--- config.mk ---
export PLATFORM = sky130hd
export DESIGN_NAME = pfc_fault_mgr
export DESIGN_NICKNAME = d
export VERILOG_FILES = /design/src/rtl/pfc_prot_pkg.sv /design/src/rtl/pfc_blank_qual.sv /design/src/rtl/pfc_fault_latch.sv /design/src/rtl/pfc_restart_seq.sv /design/src/rtl/pfc_fault_mgr.sv
export SDC_FILE = /design/constraint.sdc
export NUM_CORES = 1
export LEC_CHECK = 0
export BUFFER_PORTS_ARGS = -buffer_cell sky130_fd_sc_hd__buf_2
export CAP_MARGIN = 5
export CELL_PAD_IN_SITES_DETAIL_PLACEMENT = 0
export CELL_PAD_IN_SITES_GLOBAL_PLACEMENT = 1
export CORE_ASPECT_RATIO = 0.75
export CORE_UTILIZATION = 35
export CTS_CLUSTER_SIZE = 14
export DETAILED_ROUTE_END_ITERATION = 16
export PLACE_DENSITY_LB_ADDON = 0.1
export SYNTH_ARGS = -nofsm -noshare
export SYNTH_HDL_FRONTEND = slang
export SYNTH_SLANG_ARGS = --single-unit
--- constraint.sdc ---
create_clock -name clk -period 1.55 [get_ports clk]
set_clock_uncertainty 0.05 [all_clocks]
set_input_delay 0.31 -clock clk [delete_from_list [all_inputs] [get_ports clk]]
set_output_delay 0.31 -clock clk [all_outputs]
set_load 0.01 [all_outputs]
--- src/rtl/pfc_prot_pkg.sv ---
package pfc_prot_pkg;

  typedef enum logic [1:0] {
    ST_IDLE = 2'd0,
    ST_SOFT = 2'd1,
    ST_RUN  = 2'd2
  } pfc_state_e;

  localparam int FLT_W    = 4;
  localparam int FLT_UVLO = 0;
  localparam int FLT_OLP  = 1;
  localparam int FLT_OVP1 = 2;
  localparam int FLT_OVP2 = 3;

  // faults that demand a full restart through soft-start
  function automatic logic needs_restart(input logic [FLT_W-1:0] f);
    return f[FLT_UVLO] | f[FLT_OLP] | f[FLT_OVP2];
  endfunction

  // any fault at all blocks the gate
  function automatic logic any_fault(input logic [FLT_W-1:0] f);
    return |f;
  endfunction

endpackage

--- src/rtl/pfc_blank_qual.sv ---
module pfc_blank_qual #(
  parameter int BLANK = 50
) (
  input  logic clk,
  input  logic rst_n,
  input  logic flag_i,
  output logic qual_o
);
  localparam int CW = $clog2(BLANK + 1);
  localparam logic [CW-1:0] LAST = CW'(BLANK - 1);
  localparam logic [CW-1:0] FULL = CW'(BLANK);

  logic [CW-1:0] cnt_q;

  always_ff @(posedge clk or negedge rst_n) begin
    if (!rst_n)              cnt_q <= '0;
    else if (!flag_i)        cnt_q <= '0;
    else if (cnt_q != FULL)  cnt_q <= cnt_q + 1'b1;
  end

  assign qual_o = flag_i && (cnt_q >= LAST);


  blank_prior_chk: assert property (@(posedge clk) disable iff (!rst_n)
    (BLANK >= 2 && qual_o) |-> $past(flag_i));

endmodule

--- src/rtl/pfc_fault_latch.sv ---
module pfc_fault_latch #(
  parameter logic RST_VAL = 1'b0
) (
  input  logic clk,
  input  logic rst_n,
  input  logic set_i,
  input  logic clr_i,
  output logic q_o
);
  always_ff @(posedge clk or negedge rst_n) begin
    if (!rst_n)      q_o <= RST_VAL;
    else if (set_i)  q_o <= 1'b1;
    else if (clr_i)  q_o <= 1'b0;
  end


  latch_rise_chk: assert property (@(posedge clk) disable iff (!rst_n)
    $rose(q_o) |-> $past(set_i));


  latch_fall_chk: assert property (@(posedge clk) disable iff (!rst_n)
    $fell(q_o) |-> ($past(clr_i) && !$past(set_i)));

endmodule

--- src/rtl/pfc_restart_seq.sv ---
module pfc_restart_seq
  import pfc_prot_pkg::*;
(
  input  logic             clk,
  input  logic             rst_n,
  input  logic [FLT_W-1:0] fault_i,
  input  logic             bulk95_i,
  output pfc_state_e       state_o
);
  pfc_state_e state_q, state_d;

  always_comb begin
    state_d = state_q;
    if (needs_restart(fault_i)) state_d = ST_IDLE;
    else begin
      case (state_q)
        ST_IDLE: state_d = ST_SOFT;
        ST_SOFT: if (bulk95_i) state_d = ST_RUN;
        default: state_d = state_q;
      endcase
    end
  end

  always_ff @(posedge clk or negedge rst_n) begin
    if (!rst_n) state_q <= ST_IDLE;
    else        state_q <= state_d;
  end

  assign state_o = state_q;


  run_entry_chk: assert property (@(posedge clk) disable iff (!rst_n)
    ((state_q == ST_RUN) && !$past(state_q == ST_RUN)) |-> $past(bulk95_i));


  soft_entry_chk: assert property (@(posedge clk) disable iff (!rst_n)
    ((state_q == ST_SOFT) && !$past(state_q == ST_SOFT)) |-> $past(state_q == ST_IDLE));

endmodule

--- src/rtl/pfc_fault_mgr.sv ---
module pfc_fault_mgr
  import pfc_prot_pkg::*;
#(
  parameter int OLP_BLANK  = 50,
  parameter int OVP1_BLANK = 600,
  parameter int OVP2_BLANK = 600
) (
  input  logic       clk,
  input  logic       rst_n,
  input  logic       vcc_on_i,
  input  logic       vcc_ok_i,
  input  logic       vs_olp_i,
  input  logic       vs_ov_hi_i,
  input  logic       vs_ov_lo_i,
  input  logic       ovp_hi_i,
  input  logic       ovp_lo_i,
  input  logic       bulk95_i,
  output logic       gate_en_o,
  output logic       softstart_o,
  output logic       standby_o,
  output logic [3:0] fault_o
);
  logic [FLT_W-1:0] flt;
  logic             olp_qual, ovp1_qual, ovp2_qual;
  logic             uvlo_set, uvlo_clr;
  pfc_state_e       state;

  assign uvlo_set = !vcc_ok_i;
  assign uvlo_clr = vcc_on_i && vs_olp_i;

  pfc_fault_latch #(.RST_VAL(1'b1)) i_uvlo (
    .clk(clk), .rst_n(rst_n), .set_i(uvlo_set), .clr_i(uvlo_clr), .q_o(flt[FLT_UVLO]));

  pfc_blank_qual #(.BLANK(OLP_BLANK)) i_olp_blank (
    .clk(clk), .rst_n(rst_n), .flag_i(!vs_olp_i), .qual_o(olp_qual));
  pfc_fault_latch #(.RST_VAL(1'b0)) i_olp (
    .clk(clk), .rst_n(rst_n), .set_i(olp_qual), .clr_i(vs_olp_i), .q_o(flt[FLT_OLP]));

  pfc_blank_qual #(.BLANK(OVP1_BLANK)) i_ovp1_blank (
    .clk(clk), .rst_n(rst_n), .flag_i(vs_ov_hi_i), .qual_o(ovp1_qual));
  pfc_fault_latch #(.RST_VAL(1'b0)) i_ovp1 (
    .clk(clk), .rst_n(rst_n), .set_i(ovp1_qual), .clr_i(!vs_ov_lo_i), .q_o(flt[FLT_OVP1]));

  pfc_blank_qual #(.BLANK(OVP2_BLANK)) i_ovp2_blank (
    .clk(clk), .rst_n(rst_n), .flag_i(ovp_hi_i), .qual_o(ovp2_qual));
  pfc_fault_latch #(.RST_VAL(1'b0)) i_ovp2 (
    .clk(clk), .rst_n(rst_n), .set_i(ovp2_qual), .clr_i(!ovp_lo_i), .q_o(flt[FLT_OVP2]));

  pfc_restart_seq i_seq (
    .clk(clk), .rst_n(rst_n), .fault_i(flt), .bulk95_i(bulk95_i), .state_o(state));

  assign gate_en_o   = vcc_ok_i && !any_fault(flt) && (state != ST_IDLE);
  assign softstart_o = (state == ST_SOFT);
  assign standby_o   = flt[FLT_OLP];
  assign fault_o     = flt;


  uvlo_set_chk: assert property (@(posedge clk) disable iff (!rst_n)
    !vcc_ok_i |=> fault_o[FLT_UVLO]);


  uvlo_exit_chk: assert property (@(posedge clk) disable iff (!rst_n)
    $fell(fault_o[FLT_UVLO]) |-> $past(vcc_on_i && vs_olp_i));


  olp_exit_chk: assert property (@(posedge clk) disable iff (!rst_n)
    $fell(fault_o[FLT_OLP]) |-> $past(vs_olp_i));


  ovp1_exit_chk: assert property (@(posedge clk) disable iff (!rst_n)
    $fell(fault_o[FLT_OVP1]) |-> !$past(vs_ov_lo_i));


  ovp2_exit_chk: assert property (@(posedge clk) disable iff (!rst_n)
    $fell(fault_o[FLT_OVP2]) |-> !$past(ovp_lo_i));


  both_ovp_gate_chk: assert property (@(posedge clk) disable iff (!rst_n)
    (fault_o[FLT_OVP1] || fault_o[FLT_OVP2]) |-> !gate_en_o);

endmodule

# Word-level counts from Yosys, hierarchy flattened
# Index checks and enable logic that the tools add are counted.
# word_totals
wordCells	58
output_inout_bits	7
inputBits	10
regBits	32
# op_classes
eq_ne	10
bitwise	2
n_reduce_logical	15
magnitude_cmp	3
mux	17
addsub	3
# ops
cell	n
$mux 10	4
$add 10x1->10 const B	2
$ge 10x10->1 const B	2
$ne 10x10->1 const B	2
$mux 6	2
$ne 2x1->1 const B	5
$mux 1	8
$add 6x1->6 const B	1
$ge 6x6->1 const B	1
$logic_and 1x1->1	6
$ne 6x6->1 const B	1
$reduce_bool 2->1	3
$mux 2	2
$pmux 2 s2	1
$reduce_or 4->1	1
$ne 3x2->1 const B	1
$reduce_bool 3->1	1
$eq 2x1->1 const B	1
$logic_not 1->1	2
$logic_not 2->1	1
$or 1x1->1	2
$reduce_and 2->1	1

# Depth between registers and ports, before layout
# Gate-level depths: netlist of run 1.
# logic_depth
ltp_word	4
ltp_mapped	5
ltp_nobuf	5

# Hierarchy
# Synthesis of run 1 repeated with hierarchy kept, for this count alone.
# hier_totals
cells_unflattened	189
area_unflattened_um2	1800.5
# modules_own_cells
mod	cells_each	seq_area_each_um2	area_per_inst_um2	n_inst
pfc_blank_qual at i_ovp1_blank	63	250.2	573.0	1
pfc_blank_qual at i_ovp2_blank	60	250.2	563.0	1
pfc_blank_qual at i_olp_blank	38	150.1	362.8	1
pfc_fault_latch at i_olp ...	3	25.0	36.3	3
pfc_restart_seq	6	50.0	97.6	1
pfc_fault_mgr	10	0.0	57.6	1
pfc_fault_latch at i_uvlo	3	26.3	37.5	1

# Worst setup path after synthesis of run 1
# No wires, ideal clock.
# synth_path
kind	flip-flop to output port
from	register i_ovp2.q_o
to	output gate_en_o
path_slack_ns	-0.061
path_buffers	0
required_ns	1.190
path_stages_with_launch	3
t_arrival_ns	1.251
cell_sequence	dfrtp_1 > or3_1 > nor4b_1
# synth_between
elab_chain_len	4
# synth_lines
item	line	source
start: declaration	pfc_fault_latch.sv:8	output logic q_o
start signal: assignment	pfc_fault_latch.sv:11	if (!rst_n) q_o <= RST_VAL;
start signal: assignment	pfc_fault_latch.sv:12	else if (set_i) q_o <= 1'b1;
start signal: assignment	pfc_fault_latch.sv:13	else if (clr_i) q_o <= 1'b0;
$reduce_or 4->1	pfc_prot_pkg.sv:22	return |f;
$logic_not 1->1	pfc_fault_mgr.sv:52	assign gate_en_o = vcc_ok_i && !any_fault(flt) && (state != ST_IDLE);
$logic_and 1x1->1 (2 in series)	pfc_fault_mgr.sv:52	
end: declaration	pfc_fault_mgr.sv:18	output logic gate_en_o,
# No other way between the ends.

# Worst setup path after layout of run 1
# layout_path
from	register i_uvlo.q_o
to	output gate_en_o
# layout_between
elab_chain_len	4
# layout_lines
item	line
start: declaration	pfc_fault_latch.sv:8
start signal: assignment	pfc_fault_latch.sv:11
start signal: assignment	pfc_fault_latch.sv:12
start signal: assignment	pfc_fault_latch.sv:13
$reduce_or 4->1	pfc_prot_pkg.sv:22
$logic_not 1->1	pfc_fault_mgr.sv:52
$logic_and 1x1->1 (2 in series)	pfc_fault_mgr.sv:52
# No other way between the ends.

==> results.py, run 1 <==
metrics = {
    "clocking": {
        "clkLatencyLatePin_ns": 0.28,
        "cts.sinks": 32,
        "clockBufferDepth": 2,
        "root_buffer": "clkbuf_8",
        "clk_pin_slew_worst_paths_ns": 0.07,
        "cts_tree": "yes",
        "hold_buffers": 0,
        "h-tree-depth": 2,
        "cts_buffers": 5,
    },
    "floorplan": {
        "die_h_um": 63.2,
        "core_area_um2": 4620,
        "io_pins": 17,
        "rows": 21,
        "die_w_um": 83.6,
        "dieArea_um2": 5290,
        "start_util": 0.378,
    },
    "layout": {
        "nets": 231,
        "final_layout_size_suffix_gt1_frac": 0.271,
        "syn2layout_area_growth_pct": 21.3,
        "fin_util": 0.459,
        "regArea_um2": 803,
        "final_area_um2": 2120,
        "diodes": 0,
        "multi_input_area_um2": 925,
        "fillers": 430,
    },
    "pwr": {
        "power.density_nw_per_um2": 819,
        "ir_worst_vdd_mv": 0.552,
        "p_leak_nw": 0.927,
        "p_total_mw": 1.74,
    },
    "drt": {
        "drt_first_pass_iters": 4,
        "drc": 0,
        "routed_wl_mm": 3.69,
        "postRouteAntennaNets": 0,
        "drt_iter0_drc": 44,
        "vias": 1397,
        "wire_per_inst_um": 13.6,
        "vias_per_cell": 5.15,
    },
    "worst_setup_path": {
        "crit_path_end_kind": "output pin",
        "worstSetupPathType": "flop to output pin",
        "start_kind": "flop",
        "cp_max_fo": 3,
        "arrival_ns": 1.42,
        "cp.required_ns": 1.19,
    },
    "run_status": {
        "outcome": "finished, violations left",
        "violations": "hold timing, setup timing",
    },
    "placed_design": {
        "dp_hpwl_mm": 2.68,
        "port_buffers": 16,
        "place_area_um2": 1930,
        "place_ws_ns": -0.0350,
        "place_congestion": 0.822,
    },
    "yosys": {
        "synth_nets": 201,
        "synth_ff_type": "dfrtp_1",
        "yosys.area_share.simple": 0.253,
        "synth_compound_area_frac": 0.113,
        "ys_ff_latch": 32,
        "synthXorXnorAreaFrac": 0.0351,
        "yosysUniqueCellTypes": 38,
        "yosys_warnings": 0,
        "yosysSeqAreaShare": 0.459,
        "synth_mux_area_frac": 0.0343,
        "async_flop_share": 1.00,
        "netlist_instances": 183,
        "avgSynthCellArea_um2": 9.56,
        "synth_top_family_by_area": "simple AND/OR/NAND/NOR gates",
        "synth_edf_count": 0,
        "synthAdderAreaFrac": 0.0572,
        "netlist_area_um2": 1750,
    },
    "global_routing": {
        "overflow": 0,
        "antenna_found_initial": 0,
        "grt_pass1_wl_mm": 6.34,
        "track_usage": 0.153,
        "grt_max_degree": 33,
        "grt_pass1_vias": 1355,
    },
    "sta": {
        "setup_viol": 1,
        "drv_slew": 0,
        "hold_slack_ns": -0.0205,
        "tightest_slew_ns": 0.413,
        "period_needed_ns": 1.78,
        "timing.final.crit_share": 1.15,
        "max_freq_mhz": 563,
        "grt_setup_unrepaired": "yes",
        "hold_viol": 11,
        "fin_ws_ns": -0.225,
        "slew_headroom": 0.722,
    },
    "min_path": {
        "hold_class": "primary input to async pin",
    },
    "run": {
        "maxCapViolCount": 0,
    },
}
## cell type report
| type | count | area share |
|---|---|---|
| clock buffer | 6 | 0.0389 |
| clock inverter | 2 | 0.00472 |
| inverter | 12 | 0.0212 |
| multi-input combinational | 132 | 0.436 |
| sequential | 32 | 0.379 |
| tap | 57 | 0.0336 |
| timing repair buffer | 30 | 0.0873 |
## logic make-up (layout without fill, tap and decap cells)
group | after synthesis | in the layout
AOI/OAI and AO/OA | 34 | 34
DFF | 32 | 32
xor gates and xnor gates | 7 | 7
buffers and inverters | 19 | 50
adders and majority gates | 8 | 8
and+or+nand+nor | 77 | 77
muxes | 6 | 6
## layer usage
layer,vias to the layer above,part of all wire,track usage
li1,698,-,-
met1,668,0.51,0.210
met2,27,0.44,0.235
met3,4,0.042,0.0393
met4,0,0.010,0.0508
met5,-,0,0
## synthesized netlist by cell type (2+ instances only)
cell type	number	area share
o221ai_1	2	0.010
clkbuf_1	2	0.0043
mux2i_1	6	0.034
nand3_2	2	0.011
dfrtp_1	31	0.44
nand4bb_1	2	0.013
o31ai_1	2	0.0086
nand2b_1	2	0.0072
xor2_1	7	0.035
o21ai_0	9	0.026
and4bb_2	2	0.014
buf_4	4	0.017
nor2b_1	2	0.0072
nand3_1	12	0.034
nand4_1	2	0.0072
inv_1	12	0.026
ha_1	8	0.057
nand3b_1	2	0.0086
or4_1	2	0.0086
nand2_2	2	0.0072
or3_1	7	0.025
nand2_1	22	0.047
a21oi_1	15	0.043
nor4_1	2	0.0072
nor2_1	11	0.024
## report_power, final
group | internal (mW) | switching, mW | leakage (nW) | total (mW)
Clock | 0.354 | 0.305 | 0.0510 | 0.659
Combinational | 0.0903 | 0.102 | 0.442 | 0.193
Sequential | 0.860 | 0.0263 | 0.434 | 0.886
## layout by cell type (no fill, tap or decap), drive strengths merged, types with 6 or more instances in the layout
cell type and instances:
o21ai 9, nor2 11, or3 8, buf 30, dfrtp 31, inv 12, xor2 7, ha 8
clkbuf 6, nand2 24, nand3 14, a21oi 15, mux2i 6
## per-stage QoR
stage               instances  TNS (ns)
finish                    271    -0.225
global route              271    -0.314
global placement          257  -0.00138
CTS                       266    -0.258
detailed placement        257   -0.0350
floorplan                 183         0
## registers in the layout (all words and copies together), names as in the netlist
name / count
i_ovp2_blank.cnt_q: 10
i_ovp2.q_o: 1
i_seq.state_o: 2
i_olp.q_o: 1
i_ovp1.q_o: 1
i_ovp1_blank.cnt_q: 10
i_olp_blank.cnt_q: 6
i_uvlo.q_o: 1
## worst paths after layout
path                                          to  cells after the start  slack (ns)                  from
setup / recovery                       gate_en_o                      3       -0.23            i_uvlo.q_o
min in group clk                      i_uvlo.q_o                      2        0.13              vcc_ok_i
hold / removal             i_ovp2_blank.cnt_q[2]                      2       -0.02                 rst_n
setup reg to reg                       i_olp.q_o                      5        0.06  i_olp_blank.cnt_q[1]
hold reg to reg                       i_uvlo.q_o                      2        0.43            i_uvlo.q_o
max in group asynchronous             i_uvlo.q_o                      2        1.12                 rst_n
## what timing repair did
action / in CTS / in global routing
buffers inserted: 1 / 5
pin swaps: 2 / 6
resized for setup: 3 / 9
endpoints found under the setup margin: 2 / 9
## worst max-delay path, stage by stage (launching register included)
cell and delay, ns:
dfstp_2 0.38, or3_4 0.40, nor4b_4 0.21, buf_2 0.16
Power figures use the tool's default switching activity.
==> run 2: changes to the inputs <==
Settings changed: ABC_AREA set to 1, BUFFER_PORTS_ARGS -buffer_cell sky130_fd_sc_hd__buf_2 to -buffer_cell sky130_fd_sc_hd__buf_4.
==> run 2 against run 1 <==
Compared with the run above: register-to-register slack gained 0.12 ns; via count grew 8.6%; the run ends with setup timing left; clock power grew 20%; fmax grew 10%.
==> results.py, run 2 <==
metrics = {
    "min_path": {
        "holdPathEnd": "i_uvlo.q_o",
        "whs_path_depth": 2,
        "hp-start": "vcc_ok_i",
        "hold_class": "primary input to flop",
    },
    "clocking": {
        "cts.sinks": 32,
        "clockBufferDepth": 2,
        "h-tree-depth": 2,
        "cts_buffers": 5,
        "clk_pin_slew_worst_paths_ns": 0.07,
        "cts_tree": "yes",
        "root_buffer": "clkbuf_8",
        "clkLatencyLatePin_ns": 0.28,
    },
    "sta": {
        "max_freq_mhz": 620,
        "tightest_slew_ns": 0.420,
        "fin_ws_ns": -0.0617,
        "hold_viol": 0,
        "slew_headroom": 0.720,
        "grt_setup_unrepaired": "yes",
        "drv_slew": 0,
        "timing.final.crit_share": 1.04,
        "period_needed_ns": 1.61,
        "setup_viol": 1,
    },
    "yosys": {
        "synth_edf_count": 0,
        "synth_ff_type": "dfrtp_1",
        "yosysSeqAreaShare": 0.435,
        "yosys_warnings": 0,
        "synthTopCellsByArea": "dfrtp_1 (42%), nand2_1 (11%), inv_1 (7.7%)",
        "yosysMostFrequentCell": "nand2_1",
        "yosysUniqueCellTypes": 24,
        "ys_ff_latch": 32,
        "avgSynthCellArea_um2": 7.53,
        "synth_nets": 263,
        "synth_area_leader_cell": "dfrtp_1",
        "netlist_instances": 245,
        "ys_top_cells_by_count": "nand2_1 (52), inv_1 (38), nor2_1 (36), dfrtp_1 (31), nand3_1 (17)",
        "netlist_area_um2": 1850,
        "async_flop_share": 1.00,
        "synth_top_area_share": 0.420,
    },
    "placed_design": {
        "port_buffers": 16,
        "place_congestion": 0.760,
        "place_area_um2": 2010,
        "dp_hpwl_mm": 2.71,
    },
    "global_routing": {
        "grt_max_degree": 33,
        "antenna_found_initial": 0,
        "grt_pass1_wl_mm": 6.81,
        "track_usage": 0.160,
        "grt_pass1_vias": 1440,
        "overflow": 0,
    },
    "layout": {
        "final_layout_size_suffix_gt1_frac": 0.160,
        "fin_util": 0.436,
        "syn2layout_area_growth_pct": 17.8,
        "final_area_um2": 2170,
        "diodes": 0,
        "final_cell_mix": "nand2_1 (52), inv_1 (38), nor2_1 (35)",
        "top_regs": "i_ovp1_blank.cnt_q (10), i_ovp2_blank.cnt_q (10), i_olp_blank.cnt_q (6)",
        "nets": 285,
        "layout_commonest_cell": "nand2_1",
    },
    "worst_setup_path": {
        "crit_path_end_kind": "output pin",
        "r2r_slack_ns": 0.18,
        "cp_max_fo": 3,
        "start_kind": "flop",
        "cp.required_ns": 1.19,
        "rr_startpoint": "i_ovp2_blank.cnt_q[0]",
        "worstSetupPathType": "flop to output pin",
        "arrival_ns": 1.25,
        "reg2reg_to": "i_ovp2_blank.cnt_q[1]",
        "reg2regPathDepth": 7,
    },
    "floorplan": {
        "start_util": 0.370,
        "core_area_um2": 4980,
        "rows": 22,
        "dieArea_um2": 5570,
        "io_pins": 17,
        "die_w_um": 85.9,
        "die_h_um": 64.9,
    },
    "drt": {
        "vias_per_cell": 4.46,
        "drt_iter0_drc": 129,
        "drc": 0,
        "postRouteAntennaNets": 0,
        "vias": 1517,
        "drt_first_pass_iters": 5,
        "wire_per_inst_um": 11.0,
        "routed_wl_mm": 3.73,
    },
    "run_status": {
        "violations": "setup timing",
        "outcome": "finished, violations left",
    },
    "pwr": {
        "ir_worst_vdd_mv": 0.370,
        "p_leak_nw": 1.11,
        "power.density_nw_per_um2": 843,
    },
    "run": {
        "maxCapViolCount": 0,
    },
}
[run 2: changes by cell type after synthesis, sizes merged, moves of 3 or more]
cell | before | now
nor3 | 0 | 4
inv | 12 | 38
or3 | 8 | 0
mux2i | 6 | 0
nand2 | 24 | 56
xor2 | 7 | 2
a21oi | 15 | 12
nor2 | 11 | 42
nand3 | 14 | 18
nor4 | 3 | 0
nand4 | 2 | 9
[run 2: kinds of logic after synthesis]
family,share of synthesized area
xor+xnor,0.0142
buf+inv,0.102
flops,0.435
simple gates,0.323
compound gates,0.0719
fa+ha+maj,0.0542
[run 2: power breakdown]
| part | internal (mW) | leakage [nW] | switching, mW |
|---|---|---|---|
| clock network | 0.477 | 0.0552 | 0.316 |
| registers | 0.859 | 0.435 | 0.0301 |
| logic | 0.0660 | 0.618 | 0.0847 |
[run 2: how the worst max path moves through the flow]
stage	from	end
final	i_uvlo.q_o	gate_en_o
after global routing	i_uvlo.q_o	gate_en_o
after CTS	i_ovp2.q_o	gate_en_o
after detailed placement	i_ovp2_blank.cnt_q[0]	i_ovp2_blank.cnt_q[1]
after global placement	i_ovp1_blank.cnt_q[0]	i_ovp1_blank.cnt_q[0]
after floorplan	i_olp.q_o	gate_en_o
[run 2: area by class of cell]
class	count	area (um2)
multi-input cells	168	865
clock inverters	2	35.0
flip-flops and latches	32	802
repair buffers	22	168
well taps	72	90.1
fillers	511	2810
inverters	38	143
clock buffers	6	72.6
[run 2: layer usage]
metal	GRT usage	wire, um
met1	0.230	2060
met2	0.229	1490
met3	0.0446	148
met4	0.0563	23
met5	0	0
[run 2: repair_timing]
item,4_1_cts,5_1_grt
buffers inserted,2,3
endpoints found under the setup margin,1,1
cloned,0,0
hold buffers,1,0
resized for setup,1,1
endpoints found under the hold margin,31,0
pin swaps,1,3
[run 2: critical path, stage by stage, from the launching register on]
cell and delay (ns):
dfstp_2 0.38, nor2_2 0.09, nand2_1 0.08, nor4b_2 0.26, buf_4 0.16
[run 2: metrics by stage]
stage / TNS (ns) / std cells / power [mW] / hold WS, ns / setup WS (ns)
2_1_floorplan: 0 / 245 / 0.987 / -0.0356 / 0.190
6_report: -0.0617 / 340 / 1.83 / 0.114 / -0.0617
5_1_grt: -0.149 / 340 / 1.94 / 0.0903 / -0.149
3_5_place_dp: 0 / 326 / 1.05 / 0.236 / 0.168
4_1_cts: -0.0227 / 337 / 1.86 / 0.105 / -0.0227
3_3_place_gp: 0 / 326 / 1.05 / 0.243 / 0.196
